`config.mk`:
```
export PLATFORM = sky130hd
export DESIGN_NAME = preset_counter_chan
export DESIGN_NICKNAME = d
export VERILOG_FILES = /design/src/rtl/chan_pkg.sv /design/src/rtl/chan_byte_ptr.sv /design/src/rtl/chan_index_det.sv /design/src/rtl/chan_count_core.sv /design/src/rtl/preset_counter_chan.sv
export SDC_FILE = /design/constraint.sdc
export NUM_CORES = 1
export LEC_CHECK = 0
export BUFFER_PORTS_ARGS = -buffer_cell sky130_fd_sc_hd__buf_2
export CORE_MARGIN = 8
export CORE_UTILIZATION = 45
export CTS_CLUSTER_DIAMETER = 50
export DETAILED_ROUTE_END_ITERATION = 8
export GPL_TIMING_DRIVEN = 1
export SLEW_MARGIN = 10
export SYNTH_ARGS = -nofsm -noshare
export SYNTH_HDL_FRONTEND = slang
export SYNTH_HIERARCHICAL = 1
export SYNTH_SLANG_ARGS = --single-unit
export TNS_END_PERCENT = 50
```
`constraint.sdc`:
```
create_clock -name clk -period 7.4 [get_ports clk]
set_clock_uncertainty 0.1 [all_clocks]
set_input_delay 0.37 -clock clk [delete_from_list [all_inputs] [get_ports clk]]
set_output_delay 0.37 -clock clk [all_outputs]
set_load 0.01 [all_outputs]
```
`src/rtl/chan_pkg.sv`:
```
package chan_pkg;
    typedef enum logic [2:0] {
        SEL_RLD = 3'b000,
        SEL_CMR = 3'b001,
        SEL_IOR = 3'b010,
        SEL_IDR = 3'b011
    } reg_sel_e;

    typedef enum logic [1:0] {
        MODE_NORMAL = 2'd0,
        MODE_RANGE  = 2'd1,
        MODE_NOREC  = 2'd2,
        MODE_MODN   = 2'd3
    } cnt_mode_e;

    typedef enum logic {
        ST_RUN  = 1'b0,
        ST_HALT = 1'b1
    } run_state_e;
endpackage

```
`src/rtl/chan_byte_ptr.sv`:
```
module chan_byte_ptr #(
    parameter int NBYTES = 3,
    localparam int PTR_W = (NBYTES > 1) ? $clog2(NBYTES) : 1
) (
    input  logic             clk,
    input  logic             rst_n,
    input  logic             clr,
    input  logic             step,
    output logic [PTR_W-1:0] ptr
);
    localparam logic [PTR_W-1:0] LAST = PTR_W'(NBYTES - 1);

    always_ff @(posedge clk or negedge rst_n) begin
        if (!rst_n)
            ptr <= '0;
        else if (clr)
            ptr <= '0;
        else if (step)
            ptr <= (ptr == LAST) ? '0 : ptr + 1'b1;
    end
endmodule

```
`src/rtl/chan_index_det.sv`:
```
module chan_index_det (
    input  logic clk,
    input  logic rst_n,
    input  logic index_in,
    input  logic pol_high,
    input  logic sync_mode,
    input  logic strobe,
    output logic event_o
);
    logic active, prev_active;

    assign active = pol_high ? index_in : ~index_in;

    always_ff @(posedge clk or negedge rst_n) begin
        if (!rst_n)
            prev_active <= 1'b1;
        else
            prev_active <= active;
    end

    assign event_o = sync_mode ? (active & strobe) : (active & ~prev_active);
endmodule

```
`src/rtl/chan_count_core.sv`:
```
module chan_count_core
    import chan_pkg::*;
#(
    parameter int W = 24
) (
    input  logic         clk,
    input  logic         rst_n,
    input  logic         strobe,
    input  logic         dir_up,
    input  cnt_mode_e    mode,
    input  logic [W-1:0] preset,
    input  logic         load_zero,
    input  logic         load_preset,
    input  logic         clr_toggles,
    output logic [W-1:0] cnt,
    output logic         bt,
    output logic         ct,
    output logic         ud,
    output logic         halted
);
    localparam logic [W-1:0] MAXV = {W{1'b1}};

    run_state_e   st_q, st_nxt;
    logic [W-1:0] cnt_nxt;
    logic         bt_nxt, ct_nxt, ud_nxt, up_lim, dn_lim, at_lim;

    always_ff @(posedge clk or negedge rst_n) begin
        if (!rst_n) begin
            st_q <= ST_RUN;
            cnt  <= '0;
            bt   <= 1'b0;
            ct   <= 1'b0;
            ud   <= 1'b0;
        end else begin
            st_q <= st_nxt;
            cnt  <= cnt_nxt;
            bt   <= bt_nxt;
            ct   <= ct_nxt;
            ud   <= ud_nxt;
        end
    end

    assign up_lim = (mode == MODE_RANGE || mode == MODE_MODN) ? (cnt >= preset) : (cnt == MAXV);
    assign dn_lim = (cnt == '0);
    assign at_lim = dir_up ? up_lim : dn_lim;

    always_comb begin
        st_nxt  = st_q;
        cnt_nxt = cnt;
        bt_nxt  = bt;
        ct_nxt  = ct;
        ud_nxt  = ud;
        if (load_zero) begin
            cnt_nxt = '0;
            st_nxt  = ST_RUN;
        end else if (load_preset) begin
            cnt_nxt = preset;
            st_nxt  = ST_RUN;
        end else if (strobe) begin
            ud_nxt = dir_up;
            unique case (st_q)
                ST_HALT: st_nxt = ST_HALT;
                ST_RUN: begin
                    if (!at_lim) begin
                        cnt_nxt = dir_up ? cnt + 1'b1 : cnt - 1'b1;
                    end else if (mode != MODE_RANGE) begin
                        if (dir_up) ct_nxt = ~ct;
                        else        bt_nxt = ~bt;
                        if (mode == MODE_MODN)
                            cnt_nxt = dir_up ? '0 : preset;
                        else
                            cnt_nxt = dir_up ? '0 : MAXV;
                        if (mode == MODE_NOREC)
                            st_nxt = ST_HALT;
                    end
                end
                default: st_nxt = ST_RUN;
            endcase
        end
        if (clr_toggles) begin
            bt_nxt = 1'b0;
            ct_nxt = 1'b0;
        end
    end

    assign halted = (st_q == ST_HALT);
endmodule

```
`src/rtl/preset_counter_chan.sv`:
```
module preset_counter_chan
    import chan_pkg::*;
#(
    parameter int CNT_W = 24,
    parameter int BUS_W = 8
) (
    input  logic             clk,
    input  logic             rst_n,
    input  logic             wr_en,
    input  logic             rd_en,
    input  logic             port_sel,
    input  logic [BUS_W-1:0] wdata,
    output logic [BUS_W-1:0] rdata,
    input  logic             cnt_pulse,
    input  logic             cnt_dir,
    input  logic             index_in,
    input  logic             noise_in,
    output logic [BUS_W-1:0] psc_out
);
    localparam int NBYTES = CNT_W / BUS_W;
    localparam int PTR_W  = (NBYTES > 1) ? $clog2(NBYTES) : 1;

    logic             ctrl_wr, data_wr, data_rd;
    logic             rld_go, cmr_go, ior_go, idr_go;
    logic             bp_clr, zero_go, flag_go, err_go, pre_go, latch_go, psc_go;
    logic [PTR_W-1:0] bp;
    cnt_mode_e        mode_q;
    logic [1:0]       quad_q;
    logic             io_en, io_nidx, idx_pol, idx_sync, err_q;
    logic             strobe_ok, idx_evt, load_pre;
    logic [CNT_W-1:0] preset_q, latch_q, cnt_q;
    logic             bt_q, ct_q, ud_q, halt_q;
    logic [BUS_W-1:0] latch_b [NBYTES];
    logic [BUS_W-1:0] status;

    assign ctrl_wr = wr_en & port_sel;
    assign data_wr = wr_en & ~port_sel;
    assign data_rd = rd_en & ~port_sel;

    always_comb begin
        rld_go = 1'b0;
        cmr_go = 1'b0;
        ior_go = 1'b0;
        idr_go = 1'b0;
        if (ctrl_wr) begin
            unique case (wdata[7:5])
                SEL_RLD: rld_go = 1'b1;
                SEL_CMR: cmr_go = 1'b1;
                SEL_IOR: ior_go = 1'b1;
                SEL_IDR: idr_go = 1'b1;
                default: ;
            endcase
        end
    end

    assign bp_clr   = rld_go & wdata[0];
    assign zero_go  = rld_go & (wdata[2:1] == 2'b01);
    assign flag_go  = rld_go & (wdata[2:1] == 2'b10);
    assign err_go   = rld_go & (wdata[2:1] == 2'b11);
    assign pre_go   = rld_go & (wdata[4:3] == 2'b01);
    assign latch_go = rld_go & (wdata[4:3] == 2'b10);
    assign psc_go   = rld_go & (wdata[4:3] == 2'b11);

    always_ff @(posedge clk or negedge rst_n) begin
        if (!rst_n) begin
            mode_q   <= MODE_NORMAL;
            quad_q   <= '0;
            io_en    <= 1'b0;
            io_nidx  <= 1'b0;
            idx_pol  <= 1'b0;
            idx_sync <= 1'b0;
            err_q    <= 1'b0;
            latch_q  <= '0;
            psc_out  <= '0;
        end else begin
            if (cmr_go) begin
                mode_q <= cnt_mode_e'(wdata[2:1]);
                quad_q <= wdata[4:3];
                if (wdata[4:3] == 2'b00) idx_sync <= 1'b0;
            end
            if (ior_go) begin
                io_en   <= wdata[0];
                io_nidx <= wdata[1];
            end
            if (idr_go) begin
                idx_pol  <= wdata[1];
                idx_sync <= wdata[0] & (quad_q != 2'b00);
            end
            if (noise_in)    err_q <= 1'b1;
            else if (err_go) err_q <= 1'b0;
            if (latch_go) latch_q <= cnt_q;
            if (psc_go)   psc_out <= preset_q[BUS_W-1:0];
        end
    end

    for (genvar b = 0; b < NBYTES; b++) begin : g_byte
        logic [BUS_W-1:0] pre_b;
        always_ff @(posedge clk or negedge rst_n) begin
            if (!rst_n)
                pre_b <= '0;
            else if (data_wr && bp == PTR_W'(b))
                pre_b <= wdata;
        end
        assign preset_q[b*BUS_W +: BUS_W] = pre_b;
        assign latch_b[b] = latch_q[b*BUS_W +: BUS_W];
    end

    chan_byte_ptr #(.NBYTES(NBYTES)) u_ptr (
        .clk  (clk),
        .rst_n(rst_n),
        .clr  (bp_clr),
        .step (data_wr | data_rd),
        .ptr  (bp)
    );

    assign strobe_ok = cnt_pulse & io_en;

    chan_index_det u_idx (
        .clk      (clk),
        .rst_n    (rst_n),
        .index_in (index_in),
        .pol_high (idx_pol),
        .sync_mode(idx_sync),
        .strobe   (strobe_ok),
        .event_o  (idx_evt)
    );

    assign load_pre = pre_go | (idx_evt & ~io_nidx);

    chan_count_core #(.W(CNT_W)) u_core (
        .clk        (clk),
        .rst_n      (rst_n),
        .strobe     (strobe_ok),
        .dir_up     (cnt_dir),
        .mode       (mode_q),
        .preset     (preset_q),
        .load_zero  (zero_go),
        .load_preset(load_pre),
        .clr_toggles(flag_go),
        .cnt        (cnt_q),
        .bt         (bt_q),
        .ct         (ct_q),
        .ud         (ud_q),
        .halted     (halt_q)
    );

    always_comb begin
        status    = '0;
        status[0] = bt_q;
        status[1] = ct_q;
        status[4] = err_q;
        status[5] = ud_q;
    end

    assign rdata = port_sel ? status : latch_b[bp];
endmodule

```
# Word-level counts from Yosys, hierarchy flattened
# Index checks and enable logic that the tools add are counted.
# op_classes
n_addsub	3
order_cmp	2
n_eq_ne	22
mux	57
bitwise_logic	27
reduce_logical	23
# op_table
op	n
two-way mux 24 bit	10
two-way mux 1 bit	39
adder 24 x 1 -> 24 bit, second input constant	1
equality test 24 bit, second input constant	1
>= comparator 24 bit	1
zero test 24 bit	1
two-way mux 8 bit	3
subtractor 24 x 1 -> 24 bit, second input constant	1
nonzero test 2 bit	9
binary-select mux 8 bit (select 2 bit)	1
AND 1 bit	15
equality test 2 bit, second input constant	7
AND reduction 7 bit	2
inverter 1 bit	9
equality test 2 x 1 -> 1 bit, second input constant	4
equality test 3 x 2 -> 1 bit, second input constant	2
two-way mux 2 bit	3
inequality test 2 bit, second input constant	3
AND reduction 3 bit	2
zero test 2 bit	2
inequality test 2 x 1 -> 1 bit, second input constant	2
inequality test 4 x 3 -> 1 bit, second input constant	1
equality test 3 x 1 -> 1 bit, second input constant	1
>= comparator 3 bit, second input constant	1
other kinds (10)	13
# word_totals
register_bits	96
input_bits	17
output_inout_bits	16
wordCells	153

# Longest topological paths before layout
# depth
depth_word	10
ltp_mapped	12
mapped_depth_nobuf	11

# Hierarchy
# The synthesis kept the hierarchy.
# modules_own_cells
module	instances	cells_per_inst	area_per_inst_um2	seq_area_each_um2
chan_count_core	1	468	3489.6	700.7
preset_counter_chan	1	202	2932.8	1626.6
chan_byte_ptr	1	7	87.6	50.0
chan_index_det	1	5	52.6	26.3

# Least setup slack after synthesis
# Ideal clock, no wire load.
# synth_timing
kind	input to register
from	input cnt_dir
to	register u_core.cnt[19]
setup_time_ns	0.133
arrival_time_ns	2.951
required_ns	7.167
setup_slack_ns	4.216
stages	11
path_buffers	0
path_cell_list	inv_1 > ha_1 > nand3_1 > o2111a_1 > o21a_1 > o21a_1 > o21a_1 > o31a_1 > xnor2_1 > a2111oi_0 > nor2_1
# synth_via
elab_chain_cells	8
word_cells_on_any_way	13
classes_between	eq/ne (1); mux (11); reduce/logical (1)
# synth_rtl
item	line_no	rtl
start: declaration	preset_counter_chan.sv:15	input logic cnt_dir,
two-way mux 24 bit, on equally long branches	chan_count_core.sv:72, chan_count_core.sv:70	
two-way mux 24 bit	chan_count_core.sv:69	if (mode == MODE_MODN)
two-way mux 24 bit	chan_count_core.sv:66	end else if (mode != MODE_RANGE) begin
two-way mux 24 bit	chan_count_core.sv:64	if (!at_lim) begin
two-way mux 24 bit	chan_count_core.sv:61	unique case (st_q)
two-way mux 24 bit	chan_count_core.sv:59	end else if (strobe) begin
two-way mux 24 bit	chan_count_core.sv:56	end else if (load_preset) begin
two-way mux 24 bit	chan_count_core.sv:53	if (load_zero) begin
end signal: assignment	chan_count_core.sv:36	cnt <= cnt_nxt;
end: declaration	chan_count_core.sv:15	output logic [W-1:0] cnt,
# Parallel ways exist; a longest one is shown, timed or not. The select of a mux whose other input is x is not followed.
# A chain may end at the register's enable or synchronous reset.

# Worst setup path after layout
# layout_timing
from	register u_core.cnt[19]
to	register u_core.cnt[23]
# layout_via
elab_chain_cells	8
word_cells_on_any_way	15
classes_between	add/sub (2); order compare (1); eq/ne (2); mux (8); reduce/logical (2)
# layout_rtl
item	line_no	rtl
>= comparator 24 bit or equality test 24 bit (tied branches)	chan_count_core.sv:43	assign up_lim = (mode == MODE_RANGE || mode == MODE_MODN) ? (cnt >= preset) : (cnt == MAXV);
two-way mux 1 bit	chan_count_core.sv:43	
two-way mux 1 bit	chan_count_core.sv:45	assign at_lim = dir_up ? up_lim : dn_lim;
two-way mux 24 bit	chan_count_core.sv:64	
two-way mux 24 bit	chan_count_core.sv:61	
two-way mux 24 bit	chan_count_core.sv:59	
two-way mux 24 bit	chan_count_core.sv:56	
two-way mux 24 bit	chan_count_core.sv:53	
# Parallel ways exist; a longest one is shown, timed or not. The select of a mux whose other input is x is not followed.

==> results by group <==
Clock network
  • CTS clock-pin slew for the worst setup and hold paths: 70 ps
  • CTS tree: built
  • Clock sink count: 96
  • Post-CTS setup buffer count: 0
  • Clock Latency Late Sink: 350 ps
  • H-Tree Level Count: 3
  • CTS root buffer: clkbuf_16
  • CTS Hold Bufs: 1
  • CTS max path bufs: 2
  • Number of buffers created by CTS: 9
  • Post_cts resized: 0

STA
  • Fin. Hold Viols: 0
  • Tcrit/Tclk final: 46.87%
  • Fin. max-slew vios: 0
  • # setup viols final: 0
  • Highest Clock Rate: 0.2883 GHz
  • Fin crit period: 3468 ps
  • Max_slew headroom: 33.49%
  • Setup TNS: 0 ps
  • Slew @ Worst Pin: 995.3 ps
  • RSZ-0062 raised after global routing: false

Logic synthesis
  • Post-synth EDFFs: 0
  • Post-Syn Nets: 746
  • Main synth FF type: dfrtp_1
  • Cells after Synth: 682
  • Sequential share of the synthesized area: 36.63%
  • Syn Std Cell Area: 0.006563 sq mm
  • Async SR Flop Fraction: 100.0%
  • Leading area contributor after synthesis: dfrtp_1
  • Post-synth top area share: 36.22%
  • Yosys reg bits: 96
  • Yosys warns: 6
  • Synth cell types: 78
  • Syn_area_per_cell: 9.622 sq um
  • Most numerous cell in the Yosys netlist: dfrtp_1
  • Leading post-synthesis cells by cell area: dfrtp_1 36%, ha_1 8.8%, mux2_2 8.8%
  • Post-synth top cells: 95 x dfrtp_1, 65 x nand2_1, 52 x a21oi_1, 51 x mux2_2, 50 x nor2_1

Critical path
  • Crit-path slowest cell: and2_1
  • Crit path launch type: register
  • Type of destination of the critical path: register
  • CP arrival: 3600 ps
  • Crit-path most repeated cell: nand4_1
  • Reg2reg path depth: 9
  • Flop-to-flop setup slack: 3930 ps
  • R2r endpoint: u_core/cnt[23]$_DFFE_PN0P_
  • CP Launch Point: u_core/cnt[19]$_DFFE_PN0P_
  • Crit Path Max Fanout: 14
  • Largest stage delay, worst path: 580 ps
  • Critical Path Sink: u_core/cnt[23]$_DFFE_PN0P_
  • CP Class: reg -> reg
  • Reg-to-Reg Start: u_core/cnt[19]$_DFFE_PN0P_
  • Worst Path Required: 7530 ps
  • Cells along the critical path: nor4_1, nand4_1, nor2_2, o22a_1, a31o_1, and2_1, nor2_1, a211oi_1, nand4_1

Layout
  • Layout net count: 771
  • Fraction of layout cells with a size suffix above 1: 19.24%
  • Post-route cell area: 0.007193 sq mm
  • Number of fillers in the final layout: 1284
  • N_diodes: 0
  • Layout Area Growth over Synthesis: 9.609%

Die
  • Die Height: 136.8 um
  • Initial core utilization: 45.67%
  • DIE AREA: 0.01870 sq mm
  • Rows: 44
  • Die Wd: 136.8 um
  • Core footprint: 0.01437 sq mm
  • IO Pins: 33

GRT
  • Total GRT Usage: 21.06%
  • Vias in the first global route: 5431
  • Largest net degree at the start of global routing: 58
  • Antenna violations before repair: 0
  • Gr ovfl total: 0
  • Global-route wire length before repair: 30.37 mm

Power
  • Leak Pwr: 3.329 nW
  • Max VDD drop: 0.0002245 V
  • Part of the power in registers: 34.1%
  • Power Dens Cells: 412.2 mW/mm^2
  • Pint: 1.663 mW
  • Switching power: 1.302 mW
  • Clock power frac: 17.3%
  • Combinational power share: 48.6%
  • Switching share of power: 43.92%

Placed design
  • Dpl cell area: 0.006857 sq mm
  • Detailed placement HPWL: 13.91 mm
  • IO buf count: 32
  • RD Place Congestion: 0.9140

Routing
  • Vias/cell: 6.167
  • Detailed-route wire length per cell: 20.81 um
  • Routed WL: 18.64 mm
  • Vias post-DR: 5526
  • TritonRoute pass-1 iters: 8
  • Iter 0 DRT Violations: 576
  • Routed Antenna Nets: 0
  • Remaining DRCs: 0

Run status
  • Outcome: finished clean

Worst hold path
  • Hold depth: 2
  • Worst hold path class: in -> reg

Job
  • Max Cap Viol: 0
==> power by group through the flow <==
stage | combinational [mW] | sequential (mW) | clock (mW)
global placement | 1.39 | 1.01 | 0
floorplan | 1.11 | 0.874 | 0
CTS | 1.42 | 1.01 | 0.526
finish | 1.44 | 1.01 | 0.513
detailed placement | 1.41 | 1.02 | 0
global route | 1.62 | 1.04 | 0.544
==> how the worst min path moves through the flow <==
stage	startpoint	endpoint	slack, ps
after floorplan	rst_n	err_q$_DFFE_PN0P_	-30
after global placement	rst_n	u_core/cnt[20]$_DFFE_PN0P_	280
after detailed placement	rst_n	u_core/cnt[20]$_DFFE_PN0P_	280
after CTS	index_in	u_idx/prev_active$_DFF_PN1_	70
after global routing	index_in	u_idx/prev_active$_DFF_PN1_	80
final	index_in	u_idx/prev_active$_DFF_PN1_	70
==> registers in the layout, indices dropped and copies added, names as in the netlist <==
name / cells
err_q: 1
g_byte.pre_b: 24
idx_pol: 1
idx_sync: 1
io_en: 1
io_nidx: 1
latch_q: 24
mode_q: 2
psc_out: 8
quad_q: 2
u_core/bt: 1
u_core/cnt: 24
u_core/ct: 1
u_core/halted: 1
u_core/ud: 1
u_idx/prev_active: 1
u_ptr/ptr: 2
==> cell families (layout without fill, tap and decap cells) <==
logic type	count (synthesis)	after routing	synth area share, %
DFF	96	96	36.63
muxes	75	75	13.94
AOI/OAI and AO/OA	182	182	18.02
buffers and inverters	66	96	4.671
and+or+nand+nor	196	196	15.00
adders and majority gates	47	47	9.075
xor gates and xnor gates	20	20	2.669
==> placed cells by master, fill, tap and decap left out, types with 20 or more instances in the layout <==
master   Yosys  final
nand2_1     65     65
mux2_2      51     51
ha_1        46     46
nor2_1      50     50
a21oi_1     52     52
inv_1       42     42
buf_2        6     31
o21ai_0     39     39
dfrtp_1     95     95
mux2_4      20     20
==> critical path: cells and delay by family, from the launching register on <==
| family | cells | cell delay [ps] |
|---|---|---|
| and+or+nand+nor | 6 | 1870 |
| DFF | 1 | 530 |
| AOI/OAI and AO/OA | 3 | 840 |
==> cell type report <==
type	instances	area, sq um	area share, %
multi-input cells	520	3865	53.73
flip-flops and latches	96	2404	33.41
well taps	184	230.2	3.201
clock buffers	9	225.2	3.131
repair buffers	38	210.2	2.922
inverters	42	157.7	2.192
clock inverters	7	101.3	1.409
==> routing by layer <==
layer	track usage [%]	vias to the layer above	routed length (um)
met1	29.45	2644	8530
met4	6.772	0	451
li1	-	2556	-
met5	0	-	0
met3	5.176	39	1573
met2	31.14	287	8087
==> metrics by stage <==
stage | total power, mW | worst slack, ps | instances | utilization (%) | hold WS (ps)
after floorplan | 1.984 | 4216 | 682 | - | -25.59
after global placement | 2.396 | 3839 | 879 | 47.72 | 282.5
after detailed placement | 2.422 | 3792 | 879 | 47.72 | 281.5
after CTS | 2.949 | 3987 | 896 | 50.06 | 65.31
after global routing | 3.207 | 3658 | 896 | 50.06 | 80.59
final | 2.965 | 3932 | 896 | 50.06 | 71.83
Power figures use the tool's default switching activity.
